`config.mk`:
```
export PLATFORM = sky130hd
export DESIGN_NAME = hwc_halt_ctl
export DESIGN_NICKNAME = d
export VERILOG_FILES = /design/src/rtl/hwc_pkg.sv /design/src/rtl/hwc_wake_arb.sv /design/src/rtl/hwc_defer.sv /design/src/rtl/hwc_halt_ctl.sv
export SDC_FILE = /design/constraint.sdc
export NUM_CORES = 1
export LEC_CHECK = 0
export BUFFER_PORTS_ARGS = -buffer_cell sky130_fd_sc_hd__buf_2
export CORE_UTILIZATION = 38
export CTS_BUF_LIST = sky130_fd_sc_hd__clkbuf_8
export DETAILED_ROUTE_END_ITERATION = 7
export PLACE_DENSITY = 0.76
export SYNTH_ARGS = -nofsm -noshare
export SYNTH_HDL_FRONTEND = slang
export SYNTH_SLANG_ARGS = --single-unit
```
`constraint.sdc`:
```
create_clock -name clk -period 2.12 [get_ports clk]
set_input_delay 0.53 -clock clk [delete_from_list [all_inputs] [get_ports clk]]
set_output_delay 0.53 -clock clk [all_outputs]
set_load 0.03 [all_outputs]
```
`src/rtl/hwc_pkg.sv`:
```
package hwc_pkg;
  localparam int NSRC = 6;
  localparam int CW   = 3;

  typedef enum logic [1:0] {
    ST_RUN  = 2'd0,
    ST_HALT = 2'd1,
    ST_SVC  = 2'd2,
    ST_REL  = 2'd3
  } hwc_state_e;

  // Grant bit i (priority order, bit 0 highest) maps to cause code i+1.
  function automatic logic [CW-1:0] code_of(input logic [NSRC-1:0] g);
    logic [CW-1:0] c;
    c = '0;
    for (int i = 0; i < NSRC; i++)
      if (g[i]) c = CW'(i + 1);
    return c;
  endfunction
endpackage

```
`src/rtl/hwc_wake_arb.sv`:
```
module hwc_wake_arb
  import hwc_pkg::*;
(
  input  logic [NSRC-1:0] req,
  output logic [NSRC-1:0] grant,
  output logic [CW-1:0]   cause,
  output logic            any
);
  logic found;

  always_comb begin
    grant = '0;
    found = 1'b0;
    for (int i = 0; i < NSRC; i++) begin
      if (req[i] && !found) begin
        grant[i] = 1'b1;
        found    = 1'b1;
      end
    end
  end

  assign cause = code_of(grant);
  assign any   = |req;
endmodule

```
`src/rtl/hwc_defer.sv`:
```
module hwc_defer #(
  parameter int NEVT = 4
) (
  input  logic            clk,
  input  logic            rst_n,
  input  logic            capture,
  input  logic            clear,
  input  logic [NEVT-1:0] evt_in,
  output logic [NEVT-1:0] pend_q
);
  always_ff @(posedge clk or negedge rst_n) begin
    if (!rst_n)       pend_q <= '0;
    else if (clear)   pend_q <= '0;
    else if (capture) pend_q <= pend_q | evt_in;
  end
endmodule

```
`src/rtl/hwc_halt_ctl.sv`:
```
module hwc_halt_ctl
  import hwc_pkg::*;
#(
  parameter int NEVT = 4
) (
  input  logic            clk,
  input  logic            rst_n,
  input  logic            halt_req,
  input  logic            irq,
  input  logic            irq_en,
  input  logic            nmi,
  input  logic            smi,
  input  logic            dbg_exc,
  input  logic            bus_init,
  input  logic            init,
  input  logic [NEVT-1:0] evt_in,
  input  logic            wake_ack,
  output logic            halted,
  output logic            halt_cycle,
  output logic            wake_valid,
  output logic [CW-1:0]   wake_cause,
  output logic [NEVT-1:0] evt_out
);
  hwc_state_e      st_q, st_d;
  logic [NSRC-1:0] wake_src, wake_grant;
  logic [CW-1:0]   arb_cause;
  logic            wake_any, enter_halt, wake_take, hc_q, wv_q;
  logic [CW-1:0]   cause_q;
  logic [NEVT-1:0] pend_q;

  // Priority order: bit 0 highest.
  assign wake_src = {irq & irq_en, dbg_exc, nmi, smi, bus_init, init};

  hwc_wake_arb u_arb (
    .req(wake_src), .grant(wake_grant), .cause(arb_cause), .any(wake_any)
  );

  hwc_defer #(.NEVT(NEVT)) u_defer (
    .clk(clk), .rst_n(rst_n),
    .capture(st_q == ST_HALT || st_q == ST_SVC),
    .clear(st_q == ST_REL),
    .evt_in(evt_in), .pend_q(pend_q)
  );

  assign enter_halt = (st_q == ST_RUN) && halt_req;
  assign wake_take  = (st_q == ST_HALT) && wake_any;

  always_comb begin
    st_d = st_q;
    unique case (st_q)
      ST_RUN:  if (halt_req) st_d = ST_HALT;
      ST_HALT: if (wake_any) st_d = ST_SVC;
      ST_SVC:  if (wake_ack) st_d = ST_REL;
      ST_REL:  st_d = ST_RUN;
      default: st_d = ST_RUN;
    endcase
  end

  always_ff @(posedge clk or negedge rst_n) begin
    if (!rst_n) begin
      st_q    <= ST_RUN;
      hc_q    <= 1'b0;
      wv_q    <= 1'b0;
      cause_q <= '0;
    end else begin
      st_q <= st_d;
      hc_q <= enter_halt;
      wv_q <= wake_take;
      if (wake_take) cause_q <= arb_cause;
    end
  end

  assign halted     = (st_q == ST_HALT);
  assign halt_cycle = hc_q;
  assign wake_valid = wv_q;
  assign wake_cause = cause_q;

  always_comb begin
    unique case (st_q)
      ST_RUN:  evt_out = evt_in;
      ST_REL:  evt_out = pend_q | evt_in;
      default: evt_out = '0;
    endcase
  end

  p_wake_r1: assert property (@(posedge clk) disable iff (!rst_n)
    (halted && wake_any) |=> (!halted && wake_valid));
  p_enter_r2: assert property (@(posedge clk) disable iff (!rst_n)
    (st_q == ST_RUN && halt_req) |=> (halted && halt_cycle));
  p_hc_once_r2: assert property (@(posedge clk) disable iff (!rst_n)
    halt_cycle |=> !halt_cycle);
  p_nmi_r3: assert property (@(posedge clk) disable iff (!rst_n)
    (halted && (nmi || smi) && !irq_en) |=> !halted);
  p_mask_r4: assert property (@(posedge clk) disable iff (!rst_n)
    (halted && !wake_any) |=> halted);
  p_hold_r5: assert property (@(posedge clk) disable iff (!rst_n)
    (st_q == ST_HALT || st_q == ST_SVC) |-> (evt_out == '0));
  p_rel_r6: assert property (@(posedge clk) disable iff (!rst_n)
    (st_q == ST_SVC && wake_ack) |=> (st_q == ST_REL));
  p_prio_r7: assert property (@(posedge clk) disable iff (!rst_n)
    (halted && init) |=> (wake_cause == CW'(1)));
  p_cause_r7: assert property (@(posedge clk) disable iff (!rst_n)
    wake_valid |-> (wake_cause != '0));
  p_ign_r10: assert property (@(posedge clk) disable iff (!rst_n)
    (st_q == ST_SVC && !wake_ack) |=> (st_q == ST_SVC && !halt_cycle));
endmodule

```
Word-level counts from Yosys, hierarchy flattened:

Cells that the tools add are included.

* bitwise gates (word level): 2
* multiplexer cells: 23
* equality and inequality tests: 6
* reductions and logical operators: 17

Operator list (number)
* two-way mux 1 bit: 11
* two-way mux 2 bit: 5
* two-way mux 3 bit: 3
* two-way mux 4 bit: 2
* one-hot mux 2 bit (4 select lines): 1
* one-hot mux 4 bit (2 select lines): 1
* logical AND 1 bit: 7
* OR reduction 6 bit: 1
* zero test 1 bit: 5
* equality test 2 bit, second input constant: 2
* inequality test 2 bit, second input constant: 2
* bitwise OR 4 bit: 1
* AND reduction 3 bit: 1
* equality test 2 x 1 -> 1 bit, second input constant: 1
* zero test 2 bit: 1
* inequality test 2 x 1 -> 1 bit, second input constant: 1
* nonzero test 2 bit: 1
* AND 1 bit: 1
* logical OR 1 bit: 1

* output and inout port bits: 10
* register bits after elaboration: 11
* bits of input ports: 15
* word-level logic and storage cells: 53

Depth between registers and ports, before layout:

* word-level depth: 17
* mapped depth: 6
* depth with buffers taken out: 6

Hierarchy:

Synthesis repeated with hierarchy kept, for this count alone.

* cell total of the unflattened synthesis: 73
* area total of the unflattened synthesis: 675.6 um2

Modules (own cells, without submodules)
* hwc_halt_ctl: area each 432.9 um2, sequential area each 175.2 um2, times used 1, cells an instance 43
* hwc_defer: area each 135.1 um2, sequential area each 100.1 um2, times used 1, cells an instance 12
* hwc_wake_arb: area each 107.6 um2, sequential area each 0.0 um2, times used 1, cells an instance 18

Least setup slack after synthesis:

No wires, ideal clock.

* kind: register to output
* start point: register st_q[0]
* end point: output evt_out[0]
* arrival: 1.297 ns
* path buffers: 0
* path slack: 0.293 ns
* cell stages (with the launch flop): 5
* required time: 1.590 ns
* path through: dfrtp_1 > inv_1 > ha_1 > o21ai_0 > a21oi_1

* cells in the longest elaborated chain, start to end: 2

RTL lines
* start, declared: line hwc_halt_ctl.sv:24 `hwc_state_e st_q, st_d;`
* start signal, assigned: line hwc_halt_ctl.sv:66 `st_q <= st_d;`
* equality test 2 bit / zero test 2 bit (equally long branches): line hwc_halt_ctl.sv:79 `unique case (st_q)`
* one-hot mux 4 bit (2 select lines) *: line hwc_halt_ctl.sv:79
* end, declared: line hwc_halt_ctl.sv:22 `output logic [NEVT-1:0] evt_out`

Every way passes the cells marked *; elsewhere a longest branch is shown, timed or not.

Worst setup path after layout:

* start point: register st_q[1]
* end point: output evt_out[0]

Same word-level chain as after synthesis.

==> out/metrics.cfg <==
[cts]
cts.sink_count = 11
clock_tree_buffer_depth = 2
cts_buffers = 3
cts_tree = built
clk_pin_slew_worst_paths_ns = 0.05
cts.hold.buffers_added = 0
htree_num_levels = 1
post_cts_setup_buffer_count = 0
clk_root_buffer_cell = sky130_fd_sc_hd__clkbuf_8
source_to_sink_clock_delay_at_the_later_pin_of_the_worst_skew_pair_ns = 0.23
post_cts_resized = 0

[detailed_routing]
detail_route.first_pass.iterations = 4
drcViolationCount = 0
detail-route-antenna-nets = 0
first_iter_violations = 11
routed_via_density = 4.80
average_detailed_routed_wire_length_per_instance_um = 10.4
num_vias = 504
wirelength_um = 1100

[flow_run]
cap_viol_max_count = 0

[synthesis]
synth.cell_area_um2 = 584
synth_cell_types = 19
seq_area_frac_synth_pct = 47.1
syn_nets = 81
post_synth_inst_count = 62
yosys_warnings = 0
synth.avg_cell_area_um2 = 9.42
ys_ff_latch = 11

[setup_path]
cp_slowest_stage_delay_ns = 0.41
rr_worst_depth = 6
critical_path.startpoint_type = flip-flop
slowest_stage = sky130_fd_sc_hd__dfrtp_1
worstSetupEndpoint = evt_out[0]
worst_endpoint_data_arrival_time_ns = 1.47
critical_path.endpoint_type = output pin
startpoint = st_q[1]$_DFFE_PN0P_
crit-reg2reg-launch = st_q[1]$_DFFE_PN0P_
required_ns = 1.59
timing.rr.end = st_q[1]$_DFFE_PN0P_
reg2reg_setup_slack_ns = 0.49
cp_max_fo = 8
worstPathCellList = inv_1 > ha_1 > o21ai_0 > a21oi_1 > buf_2
path_class = reg2out

[power]
p_leak_nw = 0.396
vdd_ir_drop_max_v = 0.000685
pwr_density_cell_mw_per_mm2 = 1680

[sta]
final_max_slew_viol_count = 0
achievable-frequency_ghz = 0.499
worst_slew_margin_rel_pct = 81.1
clock_skew_ns = 0.00216
grt_setup_unrepaired = false
worst_pin_slew_ns = 0.283
timing.final.setup_violations = 0
hold_violations = 0
fin_crit_sh_pct = 94.4
final.setup.tns_ns = 0
min_tclk_post_route_ns = 2.00

[floorplan]
top_level_ports = 25
die_footprint_mm2 = 0.00170
core_area_mm2 = 0.00137
chipHeight_um = 41.2
rows = 13
overall_die_width_um = 41.2
initial_core_util_pct = 42.8

[global_routing]
grt_util_met3_pct = 8.15
global_route.usage.met1_pct = 18.2
number_of_global_route_vias_before_repair = 411
global_route.overflow_total = 0
grt_pass1_wl_um = 1590
global_route.usage.met2_pct = 22.3
grt_most_used_layer = met2
global_route.usage.total_pct = 15.3
number_of_antenna_violations_at_the_first_check_in_global_routing = 0
maximum_number_of_pins_on_one_net_before_global_route_repair = 12

[placement]
place.detailed.hpwl_um = 913
place.detailed.instances = 101
count_of_buffers_inserted_at_the_top_level_ports = 24
globalplace.congestion = 0.685

[layout]
layout-area-overhead-vs-synth_pct = 31.5
finalNonFillerCells = 105
most_common_cell_after_layout_fill_and_taps_aside = sky130_fd_sc_hd__buf_2
post-route-util_pct = 56.2
antenna-diode-count = 0
nets = 110
drive_gt1_share_pct = 34.4
layout.cells.most_common_list = sky130_fd_sc_hd__buf_2, sky130_fd_sc_hd__a21oi_1, sky130_fd_sc_hd__dfrtp_1
filler_cell_count = 130

[status]
outcome = complete, no violations

[worst_hold_path]
min-delay-path-class = in2async

-- cells in the mapped netlist (all sizes together) --
master  instances  area (um^2)
nor3            1         5.00
o22ai           1         6.26
o21ai           7         35.0
o21a            1         7.51
and2            1         6.26
mux2i           1         10.0
or3             1         11.3
dfrtp          11          275
nand2           4         15.0
mux2            1         15.0
inv             6         22.5
a211o           1         8.76
nor2b           2         12.5
nand2b          1         6.26
nor2            7         33.8
a21oi          12         63.8
ha              4         50.1
-- cells by family after synthesis --
family	after synthesis	share of synthesized area [%]
AOI/OAI and AO/OA	22	20.8
adders and majority gates	4	8.57
muxes	2	4.28
DFF	11	47.1
buffers and inverters	6	3.85
and+or+nand+nor	17	15.4
-- routing by layer --
layer  vias to the layer above  wire [um]
met5                         -          0
met4                         0         12
met3                         2         63
met2                        13        553
met1                       219        466
li1                        270          -
-- registers in the layout (all words and copies together) (netlist names) --
register	flops
st_q	2
u_defer.pend_q	4
wake_cause	3
wake_valid	1
halt_cycle	1
-- stage by stage --
stage	worst slack, ns	hold WS, ns	area, um^2	power [mW]
2_1_floorplan	0.293	0.234	584	0.916
3_3_place_gp	0.430	0.408	723	1.09
3_5_place_dp	0.375	0.409	723	1.11
4_1_cts	0.115	0.160	768	1.31
5_1_grt	0.0238	0.177	768	1.40
6_report	0.118	0.159	768	1.29
-- area by class of cell --
cell class	instances	area (um^2)	share of cell area, %
inverter	6	22.5	2.93
timing repair buffer	24	120	15.6
clock buffer	3	41.3	5.37
tap	15	18.8	2.44
clock inverter	1	3.75	0.489
multi-input combinational	45	287	37.3
sequential	11	275	35.8
-- how the worst min path moves through the flow --
stage                from                            end  slack [ns]  depth (start not counted)
finish              rst_n  u_defer.pend_q[3]$_DFFE_PN0P_        0.16                          1
CTS                 rst_n  u_defer.pend_q[3]$_DFFE_PN0P_        0.16                          1
global placement    rst_n  u_defer.pend_q[3]$_DFFE_PN0P_        0.41                          1
floorplan           rst_n           halt_cycle$_DFF_PN0_        0.23                          0
global route        rst_n  u_defer.pend_q[3]$_DFFE_PN0P_        0.18                          1
detailed placement  rst_n  u_defer.pend_q[3]$_DFFE_PN0P_        0.41                          1
-- worst max-delay path: cells and delay by family (launching register included) --
family          cells  cell delay (ns)
flops               1             0.41
compound gates      2             0.24
fa+ha+maj           1             0.27
buf+inv             2             0.32
-- power breakdown --
group | switching [mW] | internal, mW | leakage (nW)
Combinational | 0.475 | 0.254 | 0.240
Clock | 0.0669 | 0.126 | 0.0269
Sequential | 0.0536 | 0.316 | 0.129
Total | 0.596 | 0.696 | 0.396
(Power assumes the default switching activity.)
